===== src/rtl/port_irq_pkg.sv =====
package port_irq_pkg;
  localparam int MAX_PINS      = 8;
  localparam int ROUTE_MAX     = 8;
  localparam int SEL_W         = 3;
  localparam int WORD_W        = 32;
  localparam int SEC_CTL_OFS   = 12;
  localparam int MAP_OFS       = 20;
  localparam int MAP_PORT_STEP = 32;
  localparam int WLOCK_BIT     = 28;
  localparam int RLOCK_BIT     = 27;
  localparam int SEED_BIT      = 0;

  typedef struct packed {
    logic             maskWr;
    logic             secWr;
    logic             rdMask;
    logic             rdSec;
    logic             rdAny;
    logic [SEL_W-1:0] routeSel;
  } ctrl_stb_t;
endpackage


===== src/rtl/route_ctrl.sv =====
module route_ctrl
  import port_irq_pkg::*;
#(
  parameter int ADDR_W = 12,
  parameter int PORT   = 0,
  parameter int ROUTES = 8
) (
  input  logic              clk,
  input  logic              rstN,
  input  logic              busWr,
  input  logic              busRd,
  input  logic [ADDR_W-1:0] busAddr,
  output ctrl_stb_t         stb
);
  localparam int MAP_LO_I = MAP_OFS + PORT * MAP_PORT_STEP;
  localparam logic [ADDR_W-1:0] MAP_LO   = ADDR_W'(MAP_LO_I);
  localparam logic [ADDR_W-1:0] MAP_HI   = ADDR_W'(MAP_LO_I + ROUTES * 4);
  localparam logic [ADDR_W-1:0] SEC_ADDR = ADDR_W'(SEC_CTL_OFS);

  logic [ADDR_W-1:0] offs;
  logic inMap, isSec;
  logic unusedOffs;

  always_comb begin
    offs  = busAddr - MAP_LO;
    inMap = (busAddr >= MAP_LO) && (busAddr < MAP_HI) && (busAddr[1:0] == 2'b00);
    isSec = (busAddr == SEC_ADDR);
    stb.maskWr   = busWr & inMap;
    stb.secWr    = busWr & isSec;
    stb.rdMask   = busRd & inMap;
    stb.rdSec    = busRd & isSec;
    stb.rdAny    = busRd;
    stb.routeSel = offs[SEL_W+1:2];
  end

  assign unusedOffs = ^{offs[ADDR_W-1:SEL_W+2], offs[1:0]};


  single_write_target_chk: assert property (@(posedge clk) disable iff (!rstN)
    $onehot0({stb.maskWr, stb.secWr}));


  read_only_on_strobe_chk: assert property (@(posedge clk) disable iff (!rstN)
    (stb.rdMask || stb.rdSec) |-> busRd);
endmodule


===== src/rtl/route_dp.sv =====
module route_dp
  import port_irq_pkg::*;
#(
  parameter int PINS   = 8,
  parameter int ROUTES = 8
) (
  input  logic                clk,
  input  logic                rstN,
  input  ctrl_stb_t           stb,
  input  logic [WORD_W-1:0]   busWdata,
  output logic [WORD_W-1:0]   busRdata,
  input  logic [MAX_PINS-1:0] pendIn,
  input  logic [SEL_W-1:0]    statusSel,
  output logic [MAX_PINS-1:0] statusWord,
  output logic [ROUTES-1:0]   irqOut
);
  localparam logic [MAX_PINS-1:0] PIN_MASK = MAX_PINS'((1 << PINS) - 1);

  logic                secW, secR;
  logic                seedOk;
  logic [MAX_PINS-1:0] maskQ   [ROUTES];
  logic [MAX_PINS-1:0] maskArr [ROUTE_MAX];
  logic [ROUTES*MAX_PINS-1:0] maskFlat;

  assign seedOk = stb.secWr && busWdata[SEED_BIT] && !secW && !secR;

  for (genvar r = 0; r < ROUTES; r++) begin : g_route
    always_ff @(posedge clk or negedge rstN) begin
      if (!rstN) begin
        maskQ[r] <= '0;
      end else if (seedOk) begin
        maskQ[r] <= PIN_MASK;
      end else if (stb.maskWr && !secW && (stb.routeSel == SEL_W'(r))) begin
        maskQ[r] <= busWdata[MAX_PINS-1:0] & PIN_MASK;
      end
    end
    assign irqOut[r] = |(pendIn & maskQ[r]);
    assign maskFlat[r*MAX_PINS +: MAX_PINS] = maskQ[r];
  end

  always_comb begin
    for (int i = 0; i < ROUTE_MAX; i++) maskArr[i] = '0;
    for (int i = 0; i < ROUTES; i++) maskArr[i] = maskQ[i];
  end

  assign statusWord = pendIn & maskArr[statusSel];

  always_ff @(posedge clk or negedge rstN) begin
    if (!rstN) begin
      secW <= 1'b0;
      secR <= 1'b0;
    end else if (stb.secWr) begin
      secW <= secW | busWdata[WLOCK_BIT];
      secR <= secR | busWdata[RLOCK_BIT];
    end
  end

  always_ff @(posedge clk or negedge rstN) begin
    if (!rstN) begin
      busRdata <= '0;
    end else if (stb.rdAny) begin
      busRdata <= '0;
      if (stb.rdMask && !secR) begin
        busRdata[MAX_PINS-1:0] <= maskArr[stb.routeSel];
      end else if (stb.rdSec) begin
        busRdata[WLOCK_BIT] <= secW;
        busRdata[RLOCK_BIT] <= secR;
      end
    end
  end


  wlock_sticky_chk: assert property (@(posedge clk) disable iff (!rstN)
    secW |=> secW);


  wlock_freeze_chk: assert property (@(posedge clk) disable iff (!rstN)
    secW |=> $stable(maskFlat));


  rlock_hides_chk: assert property (@(posedge clk) disable iff (!rstN)
    (stb.rdMask && secR) |=> (busRdata == '0));


  idle_masks_quiet_chk: assert property (@(posedge clk) disable iff (!rstN)
    (maskFlat == '0) |-> (irqOut == '0));


  seed_needs_unlocked_chk: assert property (@(posedge clk) disable iff (!rstN)
    (stb.secWr && (secW || secR)) |=> $stable(maskFlat));
endmodule


===== src/rtl/port_irq_router.sv =====
module port_irq_router
  import port_irq_pkg::*;
#(
  parameter int ADDR_W = 12,
  parameter int PORT   = 0,
  parameter int PINS   = 8,
  parameter int ROUTES = 8
) (
  input  logic                clk,
  input  logic                rstN,
  input  logic                busWr,
  input  logic                busRd,
  input  logic [ADDR_W-1:0]   busAddr,
  input  logic [31:0]         busWdata,
  output logic [31:0]         busRdata,
  input  logic [7:0]          pendIn,
  input  logic [2:0]          statusSel,
  output logic [7:0]          statusWord,
  output logic [ROUTES-1:0]   irqOut
);
  ctrl_stb_t stb;

  route_ctrl #(.ADDR_W(ADDR_W), .PORT(PORT), .ROUTES(ROUTES)) ctrl_i (
    .clk(clk), .rstN(rstN), .busWr(busWr), .busRd(busRd),
    .busAddr(busAddr), .stb(stb)
  );

  route_dp #(.PINS(PINS), .ROUTES(ROUTES)) dp_i (
    .clk(clk), .rstN(rstN), .stb(stb), .busWdata(busWdata),
    .busRdata(busRdata), .pendIn(pendIn), .statusSel(statusSel),
    .statusWord(statusWord), .irqOut(irqOut)
  );
endmodule


===== config.mk =====
export PLATFORM = sky130hd
export DESIGN_NAME = port_irq_router
export DESIGN_NICKNAME = d
export VERILOG_FILES = /design/src/rtl/port_irq_pkg.sv /design/src/rtl/route_ctrl.sv /design/src/rtl/route_dp.sv /design/src/rtl/port_irq_router.sv
export SDC_FILE = /design/constraint.sdc
export NUM_CORES = 1
export LEC_CHECK = 0
export CAP_MARGIN = 20
export CORE_MARGIN = 2
export CORE_UTILIZATION = 55
export DETAILED_ROUTE_END_ITERATION = 16
export PLACE_DENSITY = 0.86
export SLEW_MARGIN = 10
export SYNTH_ARGS = -nofsm -noshare
export SYNTH_HDL_FRONTEND = slang
export SYNTH_SLANG_ARGS = --single-unit

===== constraint.sdc =====
create_clock -name clk -period 6.2 [get_ports clk]
set_input_delay 0.93 -clock clk [delete_from_list [all_inputs] [get_ports clk]]
set_output_delay 0.93 -clock clk [all_outputs]
set_load 0.05 [all_outputs]

# Yosys cells after proc, flatten, opt, wreduce, memory -nomap -nowiden

Cells that the tools add are included.

Register bits after elaboration: 76
Bits of input ports: 59
Output and inout port bits: 48
Logic and storage cells: 101

$add $sub $neg: 1
$lt $le $gt $ge: 4
Equality and inequality tests: 8
Muxes and demuxes: 25
Bitwise gates (word level): 17
Reductions and logical operators: 35

Operator list:

| kind                                                                                 | number |
|---|---|
| 8-bit 2-to-1 mux                                                                     | 21 |
| 8-bit AND                                                                            | 9 |
| 8-bit OR reduction                                                                   | 8 |
| 8-bit binary-select mux with 3-bit select                                            | 2 |
| 2-bit nonzero test                                                                   | 8 |
| 1-bit logical AND                                                                    | 15 |
| 12-bit by 4-bit == test with 1-bit output, second input constant                     | 1 |
| 3-bit == test, second input constant                                                 | 4 |
| 12-bit by 5-bit greater-or-equal comparator with 1-bit output, second input constant | 1 |
| 12-bit by 6-bit less-than comparator with 1-bit output, second input constant        | 1 |
| 4-bit greater-or-equal comparator, second input constant                             | 2 |
| 3-bit inverter with 4-bit output                                                     | 2 |
| 3-bit by 2-bit == test with 1-bit output, second input constant                      | 2 |
| 5-bit subtractor, second input constant                                              | 1 |
| 1-bit AND                                                                            | 4 |
| 2-bit 2-to-1 mux                                                                     | 2 |
| 3-bit by 1-bit == test with 1-bit output, second input constant                      | 1 |
| 3-bit zero test                                                                      | 1 |
| 1-bit zero test                                                                      | 2 |
| 2-bit zero test                                                                      | 1 |
| 1-bit OR                                                                             | 2 |

# Depth between registers and ports, before layout

Gate-level depths: netlist of run 1.

Depth after elaboration: 8
Depth in mapped cells: 9
Depth with buffers taken out: 7

# Modules after synthesis

Synthesis of run 1 repeated with hierarchy kept, for this count alone.

Cell total of the unflattened synthesis: 487
Area total of the unflattened synthesis: 4904.7 µm²

By module, submodules not included:

| module     | times used | cells an instance | area an instance (µm²) | sequential area each (µm²) |
|---|---|---|---|---|
| route_dp   | 1          | 465               | 4739.5                 | 1901.8 |
| route_ctrl | 1          | 22                | 165.2                  | 0.0 |

# Least setup slack after synthesis of run 1

No wires, ideal clock.

Path kind: input -> output
Start: input statusSel[0]
End: output statusWord[5]
Arrival time: 2.953 ns
Data required time: 5.270 ns
Setup slack: 2.317 ns
Stages: 5
Path buffers: 2
Cell sequence: clkbuf_1 -> buf_1 -> mux4_2 -> mux2i_1 -> nor2b_1

Word-level cells in the longest chain between the ends: 5

RTL lines:

| what                                                   | RTL line              | RTL |
|---|---|---|
| from (decl)                                            | port_irq_router.sv:17 | `input logic [2:0] statusSel,` |
| 3-bit inverter with 4-bit output (not written as such) | route_dp.sv:46        | `assign statusWord = pendIn & maskArr[statusSel];` |
| 8-bit binary-select mux with 3-bit select              | route_dp.sv:46        |  |
| 8-bit 2-to-1 mux (not written as such) (2 in a row)    | route_dp.sv:46        |  |
| 8-bit AND                                              | route_dp.sv:46        |  |
| to (decl)                                              | port_irq_router.sv:18 | `output logic [7:0] statusWord,` |

Every way passes these cells. The select of a mux whose other input is x is not followed.

# Worst setup path after layout of run 1

Start: input statusSel[1]
End: output statusWord[1]

The elaborated chain is that of the path after synthesis.

==> run summary, run 1 <==
RUN STATUS
------------------------------------------------------------------------------------
Result of the run                                                       complete, no violations

TIMING
------------------------------------------------------------------------------------
Worst hold-check slack                                                      0.529 ns
Minimum period implied by the final worst setup slack                        4.39 ns
Worst Slack Setup Final                                                      1.81 ns
Setup repair after global routing missed its margin                               no
Setup TNS                                                                       0 ns
Final-report hold violation count                                                  0
Period utilisation layout                                                      0.708
Maximum achievable frequency                                               0.228 GHz
Slew @ Worst Pin                                                            0.951 ns
Max transition margin                                                          0.363
Setup skew after layout                                                    0.0110 ns
Final setup viols                                                                  0
Pins Over Slew Limit                                                               0

DETAILED ROUTING
------------------------------------------------------------------------------------
# DRC                                                                              0
Pre-antenna DRT Iters                                                              5
Detail-routed via count per cell                                                6.64
Antenna Nets Post-Route                                                            0
WL/cell                                                                      22.4 um
Iteration-0 DRC count of the detailed router                                     517
Total number of vias                                                           3,907
Final wirelength                                                           13,200 um

PLACED DESIGN
------------------------------------------------------------------------------------
Weighted congestion at the end of routability-driven global placement          0.936
Worst slack at placement                                                     1.89 ns
Number of buffers inserted by port buffering                                      62
Post-detailed-placement cell area                                        0.00538 mm2
DP HPWL                                                                      8930 um

FINAL LAYOUT
------------------------------------------------------------------------------------
Antenna diode count                                                                0
Design area                                                              0.00563 mm2
Share of post-route cells with drive strength above 1                          0.131
Final Util                                                                     0.656
Number of nets in the finished design                                            540
Area Overhead vs Synth                                                         17.3%
Filler cells                                                                     638
Area taken by multi-input logic gates                                    0.00264 mm2
Register cell area after layout                                          0.00190 mm2

CLOCK NETWORK
------------------------------------------------------------------------------------
Number of instances resized during post-cts repair                                 0
Total number of H-tree levels                                                      3
Count of hold buffers inserted by post-cts repair                                  0
Sink count of the clock tree                                                      76
Total clock buffers created by CTS                                                 9
Cell at the root of the clock tree                                      sky130_fd_sc_hd__clkbuf_8
Number of buffers inserted to repair setup after CTS                               0
Clock tree from TritonCTS                                                       done
Clk Latency, worst-skew pair                                                 0.36 ns
Clock-pin slew on the worst setup and hold paths                             0.08 ns
Clock buffer depth                                                                 2

YOSYS
------------------------------------------------------------------------------------
Sequential cell area fraction in the yosys report                              0.396
Synth Warn #                                                                       0
Number of library cell types mapped by synthesis                                  34
Syn Area/Cell                                                               11.1 um2
Register bit count reported by yosys                                              76
Synthesized netlist cell count                                                   431
Total standard cell area after synthesis                                 0.00480 mm2

CRITICAL PATH
------------------------------------------------------------------------------------
Critical path peak fanout                                                         16
Crit-path cells                                                         clkdlybuf4s50_1, mux4_2, mux2i_1, nor2b_1, clkdlybuf4s50_1
Most common cell type on the critical path                              sky130_fd_sc_hd__clkdlybuf4s50_1
CP bufs+invs                                                                       2
Cell class contributing the biggest share of worst-path delay           buffers and inverters
Capturing element type of the critical path                              output port
Delay contributed by the slowest stage of the critical path                  1.08 ns
Reg-to-reg setup timing slack                                                3.64 ns
Capture instance of the worst register-to-register path                 dp_i.maskArr[48]
Startpoint Class                                                        primary input
Required time worst endpoint                                                 5.27 ns
Critical path arrival                                                        3.46 ns
Count of cells along the worst register-to-register path                           3
Reg-to-reg critical path startpoint                                        dp_i.secW
Highest-delay cell along the critical path                              sky130_fd_sc_hd__clkdlybuf4s50_1
Critical path class                                                        in -> out

GRT
------------------------------------------------------------------------------------
Number of antenna violations at the first check in global routing                  0
Final global-route overflow total                                                  0
Largest net degree at the start of global routing                                 77
First-pass GRT wire length                                                 21,000 um
Via count of the first global-routing pass                                     3,821
GRT Total Usage                                                                0.286

POWER AND IR DROP
------------------------------------------------------------------------------------
Peak supply drop                                                          0.000177 V
Power density of the placed cells                                         201 mW/mm2
Leak                                                                         2.79 nW

WORST HOLD PATH
------------------------------------------------------------------------------------
Hold path startpoint                                                    dp_i.busRdata[28]
End point of the most critical hold path                                dp_i.busRdata[28]
Class of the worst hold path                                              reg -> reg
Hold path cells                                                                    2

DIE
------------------------------------------------------------------------------------
Total core area                                                          0.00859 mm2
Starting density of the core                                                   0.559
Number of placed I/O pins                                                        107
Die X-Extent                                                                 97.5 um
Chip height                                                                  97.5 um
Die area                                                                 0.00950 mm2
Number of rows created at floorplan                                               34

JOB
------------------------------------------------------------------------------------
Number of maximum-capacitance violations                                           0

through the flow:
| step | std cells | power, mW |
|---|---|---|
| 2_1_floorplan | 452 | 0.625 |
| 3_3_place_gp | 572 | 0.665 |
| 3_5_place_dp | 572 | 0.668 |
| 4_1_cts | 588 | 1.13 |
| 5_1_grt | 588 | 1.16 |
| 6_report | 588 | 1.13 |
layout make-up:
type                            instances  area share
Multi-Input combinational cell        305       0.468
Sequential cell                        76       0.338
Timing Repair Buffer                   66       0.115
Clock buffer                           12      0.0275
Tap cell                              108      0.0240
Clock inverter                          4      0.0169
Inverter                               17      0.0113
synthesized netlist by cell type, drive strengths merged:
master,n,area (um2)
nand4b,4,35.0
o211a,1,10.0
conb,1,3.75
nand2,6,22.5
o211ai,1,7.51
dfrtp,76,1900
nor3,8,40.0
nand2b,2,12.5
inv,17,63.8
buf,28,191
nand4,11,87.6
mux2i,72,721
or4bb,1,11.3
o22ai,8,50.1
nand3,7,45.0
a31o,2,17.5
o21ai,2,10.0
or3b,1,8.76
a211o,8,70.1
nor2b,10,62.6
nor2,63,236
ha,6,75.1
clkbuf,26,97.6
mux4,32,721
or4,3,22.5
nor4,3,40.0
a22oi,32,240
cell usage in the layout (no fill, tap or decap), types with 2 or more instances in the layout:
| master | n |
|---|---|
| sky130_fd_sc_hd__a22oi_1 | 32 |
| sky130_fd_sc_hd__nand2_1 | 6 |
| sky130_fd_sc_hd__nand4_2 | 3 |
| sky130_fd_sc_hd__nor4_4 | 2 |
| sky130_fd_sc_hd__clkbuf_8 | 11 |
| sky130_fd_sc_hd__ha_1 | 6 |
| sky130_fd_sc_hd__nand4b_1 | 4 |
| sky130_fd_sc_hd__mux2i_1 | 72 |
| sky130_fd_sc_hd__bufinv_16 | 3 |
| sky130_fd_sc_hd__clkdlybuf4s50_1 | 61 |
| sky130_fd_sc_hd__o21ai_0 | 2 |
| sky130_fd_sc_hd__dfrtp_1 | 76 |
| sky130_fd_sc_hd__nand3_1 | 5 |
| sky130_fd_sc_hd__a211o_1 | 8 |
| sky130_fd_sc_hd__o22ai_1 | 8 |
| sky130_fd_sc_hd__nand4_1 | 8 |
| sky130_fd_sc_hd__inv_1 | 16 |
| sky130_fd_sc_hd__nor2b_1 | 10 |
| sky130_fd_sc_hd__or4_1 | 3 |
| sky130_fd_sc_hd__buf_4 | 4 |
| sky130_fd_sc_hd__nand3_2 | 2 |
| sky130_fd_sc_hd__nor3_1 | 8 |
| sky130_fd_sc_hd__nor2_1 | 63 |
| sky130_fd_sc_hd__a31o_2 | 2 |
| sky130_fd_sc_hd__conb_1 | 22 |
| sky130_fd_sc_hd__mux4_2 | 32 |
| sky130_fd_sc_hd__nand2b_1 | 2 |
logic make-up (layout without fill, tap and decap cells):
logic type      Yosys count  after routing  share of synthesized area
buf+inv                  71             99                     0.0734
mux                     104            104                      0.300
simple gates            119            119                      0.130
flops                    76             76                      0.396
compound gates           54             54                     0.0844
other cells               1             22                   0.000781
fa+ha+maj                 6              6                     0.0156
worst max-delay path by stage:
| stage | start | end | slack [ns] | cells after the start |
|---|---|---|---|---|
| 5_1_grt | statusSel[1] | statusWord[1] | 1.75 | 5 |
| 3_5_place_dp | statusSel[1] | statusWord[1] | 1.89 | 5 |
| 6_report | statusSel[1] | statusWord[1] | 1.81 | 5 |
| 3_3_place_gp | statusSel[1] | statusWord[1] | 1.95 | 5 |
| 2_1_floorplan | statusSel[0] | statusWord[5] | 2.32 | 5 |
| 4_1_cts | statusSel[1] | statusWord[1] | 1.87 | 5 |
flip-flops by register name, summed over array words and instances (netlist names):
| name | cells |
|---|---|
| dp_i.maskArr | 64 |
| dp_i.busRdata | 10 |
| dp_i.secR | 1 |
| dp_i.secW | 1 |
where the power goes:
group | internal [mW] | switching, mW | leakage (nW)
Clock | 0.289 | 0.180 | 0.127
Combinational | 0.0538 | 0.103 | 1.60
Sequential | 0.499 | 0.00502 | 1.06
Total | 0.842 | 0.288 | 2.79
worst reg2reg max path: cells and delay by family, from the launching register on:
kind | cells | cell delay (ns)
compound gates | 1 | 0.53
flops | 1 | 0.45
simple gates | 2 | 1.46
per-layer routing:
metal / GRT usage / vias up / part of all wire
met5: 0 / - / 0
met3: 0.0928 / 62 / 0.12
met4: 0.103 / 0 / 0.045
met1: 0.379 / 1908 / 0.37
met2: 0.447 / 299 / 0.47
li1: - / 1638 / -
(Power assumes the default switching activity.)
==> run 2: changes to the inputs <==
Settings changed: CORE_UTILIZATION 55 to 51, PLACE_DENSITY 0.86 to 0.81.
Clock period 6.2 ns to 4.35 ns, I/O delays scaled along.
==> run summary, run 2 (same netlist as run 1, synthesis figures left out) <==
RUN STATUS
-------------------------------------------------------------------------------------
Result of the run                                                        complete, no violations

FINAL LAYOUT
-------------------------------------------------------------------------------------
Leading cell types in the layout, fill and taps excluded                 sky130_fd_sc_hd__dfrtp_1, sky130_fd_sc_hd__mux2i_1, sky130_fd_sc_hd__nor2_1
Most frequent standard cell in the layout excluding fill and tap cells   sky130_fd_sc_hd__dfrtp_1
Register cell area after layout                                           0.00190 mm2   unchanged
Final Util                                                                      0.620   -0.0354
Antenna diode count                                                                 0   unchanged
Max reg flops                                                                      64   unchanged
Share of post-route cells with drive strength above 1                           0.153   +0.0215
Area Overhead vs Synth                                                          18.7%
Number of nets in the finished design                                             551   +2.0%
Filler cells                                                                      745   +17%
Area taken by multi-input logic gates                                     0.00264 mm2   unchanged

TIMING
-------------------------------------------------------------------------------------
Slew @ Worst Pin                                                             0.784 ns   -0.167 ns
Minimum period implied by the final worst setup slack                         3.65 ns
Pins Over Slew Limit                                                                0   unchanged
Setup TNS                                                                        0 ns   unchanged
Setup skew after layout                                                    0.00633 ns   -0.00463 ns
Maximum achievable frequency                                                0.274 GHz
Setup repair after global routing missed its margin                                no
Max transition margin                                                           0.477   +0.114
Final setup viols                                                                   0   unchanged
Period utilisation layout                                                       0.839
Worst hold-check slack                                                       0.360 ns   -0.169 ns
Final-report hold violation count                                                   0   unchanged

DETAILED ROUTING
-------------------------------------------------------------------------------------
# DRC                                                                               0   unchanged
Antenna Nets Post-Route                                                             0   unchanged
Total number of vias                                                            3,888   -0.49%
Final wirelength                                                            12,900 um   -1.8%
Pre-antenna DRT Iters                                                               6   +1
WL/cell                                                                       21.5 um   -4.1%
Iteration-0 DRC count of the detailed router                                      292   -44%
Detail-routed via count per cell                                                 6.46   -2.8%

JOB
-------------------------------------------------------------------------------------
Number of maximum-capacitance violations                                            0   unchanged

GRT
-------------------------------------------------------------------------------------
Largest net degree at the start of global routing                                  71   -7.8%
Final global-route overflow total                                                   0   unchanged
GRT Total Usage                                                                 0.269   -0.0177
Via count of the first global-routing pass                                      3,710   -2.9%
First-pass GRT wire length                                                  20,500 um   -2.3%
Number of antenna violations at the first check in global routing                   0   unchanged

POWER AND IR DROP
-------------------------------------------------------------------------------------
Total Power Consumption                                                       1.52 mW   +34%
Peak supply drop                                                           0.000161 V   -9.3%
Power density of the placed cells                                          266 mW/mm2   +33%
Leak                                                                          2.81 nW   +1.0%

CLOCK NETWORK
-------------------------------------------------------------------------------------
Clock-pin slew on the worst setup and hold paths                              0.08 ns   about the same
Sink count of the clock tree                                                       76   unchanged
Clk Latency, worst-skew pair                                                  0.37 ns   about the same
Total clock buffers created by CTS                                                  9   unchanged
Count of hold buffers inserted by post-cts repair                                   0   unchanged
Clock buffer depth                                                                  2   unchanged
Total number of H-tree levels                                                       3   unchanged
Number of instances resized during post-cts repair                                  0   unchanged
Cell at the root of the clock tree                                       sky130_fd_sc_hd__clkbuf_8
Clock tree from TritonCTS                                                        done
Number of buffers inserted to repair setup after CTS                                0   unchanged

CRITICAL PATH
-------------------------------------------------------------------------------------
Capturing element type of the critical path                               output port
Critical path peak fanout                                                          16   unchanged
Startpoint Class                                                         primary input
Required time worst endpoint                                                  3.70 ns   -1.57 ns
Critical path arrival                                                         3.00 ns   -0.46 ns
Critical path class                                                         in -> out

PLACED DESIGN
-------------------------------------------------------------------------------------
Number of buffers inserted by port buffering                                       62   unchanged
Weighted congestion at the end of routability-driven global placement           0.974   +4.1%
DP HPWL                                                                       9180 um   +2.9%

DIE
-------------------------------------------------------------------------------------
Chip height                                                                    101 um   +3.7%
Starting density of the core                                                    0.522   -0.0367
Die area                                                                   0.0102 mm2   +7.5%
Die X-Extent                                                                   101 um   +3.7%
Total core area                                                           0.00920 mm2   +7.0%
Number of placed I/O pins                                                         107   unchanged
Number of rows created at floorplan                                                35   +2.9%

WORST HOLD PATH
-------------------------------------------------------------------------------------
Class of the worst hold path                                              in -> async

==> run 2: changes by cell type in the layout (fill, tap and decap cells not counted) <==
cell,delta
sky130_fd_sc_hd__buf_12,+2
sky130_fd_sc_hd__buf_4,+9
sky130_fd_sc_hd__bufinv_16,-2
sky130_fd_sc_hd__clkbuf_1,-1
sky130_fd_sc_hd__clkbuf_8,-1
sky130_fd_sc_hd__clkinv_2,-1
sky130_fd_sc_hd__clkinv_4,+1
sky130_fd_sc_hd__clkinvlp_4,+2
sky130_fd_sc_hd__inv_6,+2
==> run 2: path summary, 6_finish.rpt <==
kind	from	cells past startpoint	endpoint	slack [ns]
setup reg to reg	dp_i.secW	4	dp_i.maskArr[53]	2.14
min in group clk	dp_i.secR	1	dp_i.secR	0.52
hold reg to reg	dp_i.secR	1	dp_i.secR	0.52
setup / recovery	statusSel[0]	6	statusWord[7]	0.70
max in group asynchronous	rstN	2	dp_i.busRdata[0]	2.97
hold / removal	rstN	1	dp_i.maskArr[35]	0.36
==> run 2: power breakdown <==
part / switching [mW] / internal, mW
Combinational: 0.147 / 0.0816
Sequential: 0.00713 / 0.711
Clock: 0.288 / 0.285
Total: 0.442 / 1.08
==> run 2: per-stage QoR <==
| stage | setup slack [ns] | area, um2 | std cells |
|---|---|---|---|
| final | 0.698 | 5700 | 602 |
| after global routing | 0.623 | 5700 | 602 |
| after CTS | 0.703 | 5700 | 602 |
| after detailed placement | 0.732 | 5500 | 586 |
| after global placement | 0.751 | 5500 | 586 |
| after floorplan | 1.02 | 4880 | 452 |
==> run 2: critical path, stage by stage <==
cell,delay (ns)
sky130_fd_sc_hd__clkdlybuf4s50_1,0.45
sky130_fd_sc_hd__buf_4,0.30
sky130_fd_sc_hd__mux4_2,0.56
sky130_fd_sc_hd__mux2i_1,0.24
sky130_fd_sc_hd__nor2b_1,0.08
sky130_fd_sc_hd__clkdlybuf4s50_1,0.71
==> run 2: layout make-up <==
cell class	count	area share
Inverter	17	0.0112
Sequential cell	76	0.333
Timing Repair Buffer	77	0.132
Clock buffer	10	0.0241
Tap cell	111	0.0243
Clock inverter	6	0.0125
Multi-Input combinational cell	305	0.462
==> run 2: routing by layer <==
metal	GRT usage	vias to the layer above	part of all wire
met1	0.383	1908	0.41
li1	-	1666	-
met5	0	-	0
met3	0.0548	55	0.095
met2	0.395	259	0.46
met4	0.127	0	0.042
==> run 3: changes to the inputs <==
Clock period 4.35 ns to 3.56 ns, I/O delays scaled along.
==> run summary, run 3 (same netlist as run 1, synthesis figures left out) <==
DETAILED ROUTING
-------------------------------------------------------------------------------------
Antenna Nets Post-Route                                                             0   unchanged
Iteration-0 DRC count of the detailed router                                      508   +74%
Pre-antenna DRT Iters                                                               8   +2
Final wirelength                                                            13,200 um   +2.0%
Detail-routed via count per cell                                                 6.46   about the same
WL/cell                                                                       21.8 um   +1.6%
Total number of vias                                                            3,902   +0.36%
# DRC                                                                               0   unchanged

GRT
-------------------------------------------------------------------------------------
First-pass GRT wire length                                                  20,600 um   +0.40%
Final global-route overflow total                                                   0   unchanged
GRT Total Usage                                                                 0.268   -0.000832
Via count of the first global-routing pass                                      3,833   +3.3%
Largest net degree at the start of global routing                                  77   +8.5%
Number of antenna violations at the first check in global routing                   0   unchanged

FINAL LAYOUT
-------------------------------------------------------------------------------------
Antenna diode count                                                                 0   unchanged
Register cell area after layout                                           0.00190 mm2   unchanged
Most frequent standard cell in the layout excluding fill and tap cells   sky130_fd_sc_hd__dfrtp_1
Area Overhead vs Synth                                                          19.2%
Leading cell types in the layout, fill and taps excluded                 sky130_fd_sc_hd__dfrtp_1, sky130_fd_sc_hd__mux2i_1, sky130_fd_sc_hd__nor2_1
Area taken by multi-input logic gates                                     0.00264 mm2   unchanged
Share of post-route cells with drive strength above 1                           0.170   +0.0176
Filler cells                                                                      727   -2.4%
Number of nets in the finished design                                             553   +0.36%
Max reg flops                                                                      64   unchanged

TIMING
-------------------------------------------------------------------------------------
Setup skew after layout                                                    0.00944 ns   +0.00311 ns
Pins Over Slew Limit                                                                0   unchanged
Slew @ Worst Pin                                                             0.980 ns   +0.196 ns
Maximum achievable frequency                                                0.334 GHz
Setup repair after global routing missed its margin                                no
Period utilisation layout                                                       0.842
Minimum period implied by the final worst setup slack                         3.00 ns
Setup TNS                                                                        0 ns   unchanged
Max transition margin                                                           0.346   -0.131
Final setup viols                                                                   0   unchanged
Final-report hold violation count                                                   0   unchanged

PLACED DESIGN
-------------------------------------------------------------------------------------
Number of buffers inserted by port buffering                                       62   unchanged
Weighted congestion at the end of routability-driven global placement           0.945   -3.0%
DP HPWL                                                                       9330 um   +1.6%

CRITICAL PATH
-------------------------------------------------------------------------------------
Startpoint Class                                                         primary input
Capturing element type of the critical path                               output port
Most common cell type on the critical path                               sky130_fd_sc_hd__clkdlybuf4s50_1
Reg-to-reg critical path startpoint                                         dp_i.secW
Required time worst endpoint                                                  3.03 ns   -0.67 ns
CP bufs+invs                                                                        2   -1
Critical path arrival                                                         2.46 ns   -0.54 ns
Cell class contributing the biggest share of worst-path delay            buffers and inverters
Count of cells along the worst register-to-register path                            5   +1
Critical path class                                                         in -> out
Reg-to-reg setup timing slack                                                 1.48 ns   -0.66 ns
Critical path peak fanout                                                           9   -7
Highest-delay cell along the critical path                               sky130_fd_sc_hd__clkdlybuf4s50_1
Crit-path cells                                                          clkdlybuf4s50_1, a22oi_1, nand4_1, clkdlybuf4s50_1
Capture instance of the worst register-to-register path                  dp_i.maskArr[30]
Delay contributed by the slowest stage of the critical path                   0.76 ns   +0.05 ns

CLOCK NETWORK
-------------------------------------------------------------------------------------
Number of buffers inserted to repair setup after CTS                                0   unchanged
Clock buffer depth                                                                  2   unchanged
Clk Latency, worst-skew pair                                                  0.37 ns   about the same
Sink count of the clock tree                                                       76   unchanged
Number of instances resized during post-cts repair                                  0   unchanged
Total number of H-tree levels                                                       3   unchanged
Count of hold buffers inserted by post-cts repair                                   0   unchanged
Clock tree from TritonCTS                                                        done
Clock-pin slew on the worst setup and hold paths                              0.08 ns   about the same
Total clock buffers created by CTS                                                  9   unchanged
Cell at the root of the clock tree                                       sky130_fd_sc_hd__clkbuf_8

POWER AND IR DROP
-------------------------------------------------------------------------------------
Leak                                                                          2.86 nW   +1.5%
Total Power Consumption                                                       1.97 mW   +29%
Peak supply drop                                                           0.000218 V   +36%
Power density of the placed cells                                          343 mW/mm2   +29%

RUN STATUS
-------------------------------------------------------------------------------------
Result of the run                                                        complete, no violations

DIE
-------------------------------------------------------------------------------------
Die area                                                                   0.0102 mm2   unchanged
Chip height                                                                    101 um   unchanged
Number of rows created at floorplan                                                35   unchanged
Number of placed I/O pins                                                         107   unchanged
Die X-Extent                                                                   101 um   unchanged
Starting density of the core                                                    0.522   unchanged
Total core area                                                           0.00920 mm2   unchanged

JOB
-------------------------------------------------------------------------------------
Number of maximum-capacitance violations                                            0   unchanged

WORST HOLD PATH
-------------------------------------------------------------------------------------
Class of the worst hold path                                              in -> async

[run 3: worst register-to-register path: stages, from the launching register on]
cell and delay [ns]:
sky130_fd_sc_hd__dfrtp_1 0.45, sky130_fd_sc_hd__or4bb_1 0.57, sky130_fd_sc_hd__nor4_4 0.21, sky130_fd_sc_hd__buf_12 0.30
sky130_fd_sc_hd__nor2_1 0.27, sky130_fd_sc_hd__mux2i_1 0.19
[run 3: area by class of cell]
cell class | instances | share of cell area
clock buffers | 10 | 0.0223
clock inverters | 6 | 0.0194
inverters | 17 | 0.0111
multi-input cells | 305 | 0.460
flip-flops and latches | 76 | 0.332
well taps | 111 | 0.0242
repair buffers | 79 | 0.131
[run 3: power by group]
group / total (mW) / leakage [nW] / switching (mW) / internal (mW)
sequential: 0.878 / 1.06 / 0.00880 / 0.869
combinational: 0.280 / 1.68 / 0.181 / 0.0995
clock: 0.810 / 0.117 / 0.343 / 0.467
[run 3: metal layers]
layer,wire length (um),vias to the layer above,track usage
met5,0,-,0
met4,536,0,0.122
met3,1490,50,0.0506
met2,6090,284,0.412
met1,5070,1903,0.370
li1,-,1665,-
[run 3: how the worst max path moves through the flow]
stage | from | end | slack (ns) | cells past startpoint
5_1_grt | pendIn[5] | irqOut[3] | 0.50 | 4
2_1_floorplan | statusSel[0] | statusWord[5] | 0.47 | 5
3_5_place_dp | busAddr[9] | dp_i.maskArr[10] | 0.41 | 6
4_1_cts | pendIn[5] | irqOut[3] | 0.59 | 4
3_3_place_gp | busAddr[2] | dp_i.busRdata[7] | 0.48 | 8
6_report | pendIn[5] | irqOut[3] | 0.56 | 4
[run 3: per-stage QoR]
stage                     instances  utilization  hold slack (ns)  area, um2  setup WS (ns)
after floorplan                 452            -            0.238       4880          0.469
after global placement          588        0.597            0.508       5490          0.479
after detailed placement        588        0.597            0.519       5490          0.412
after CTS                       604        0.623            0.445       5730          0.592
after global routing            604        0.623            0.515       5730          0.500
final                           604        0.623            0.409       5730          0.562
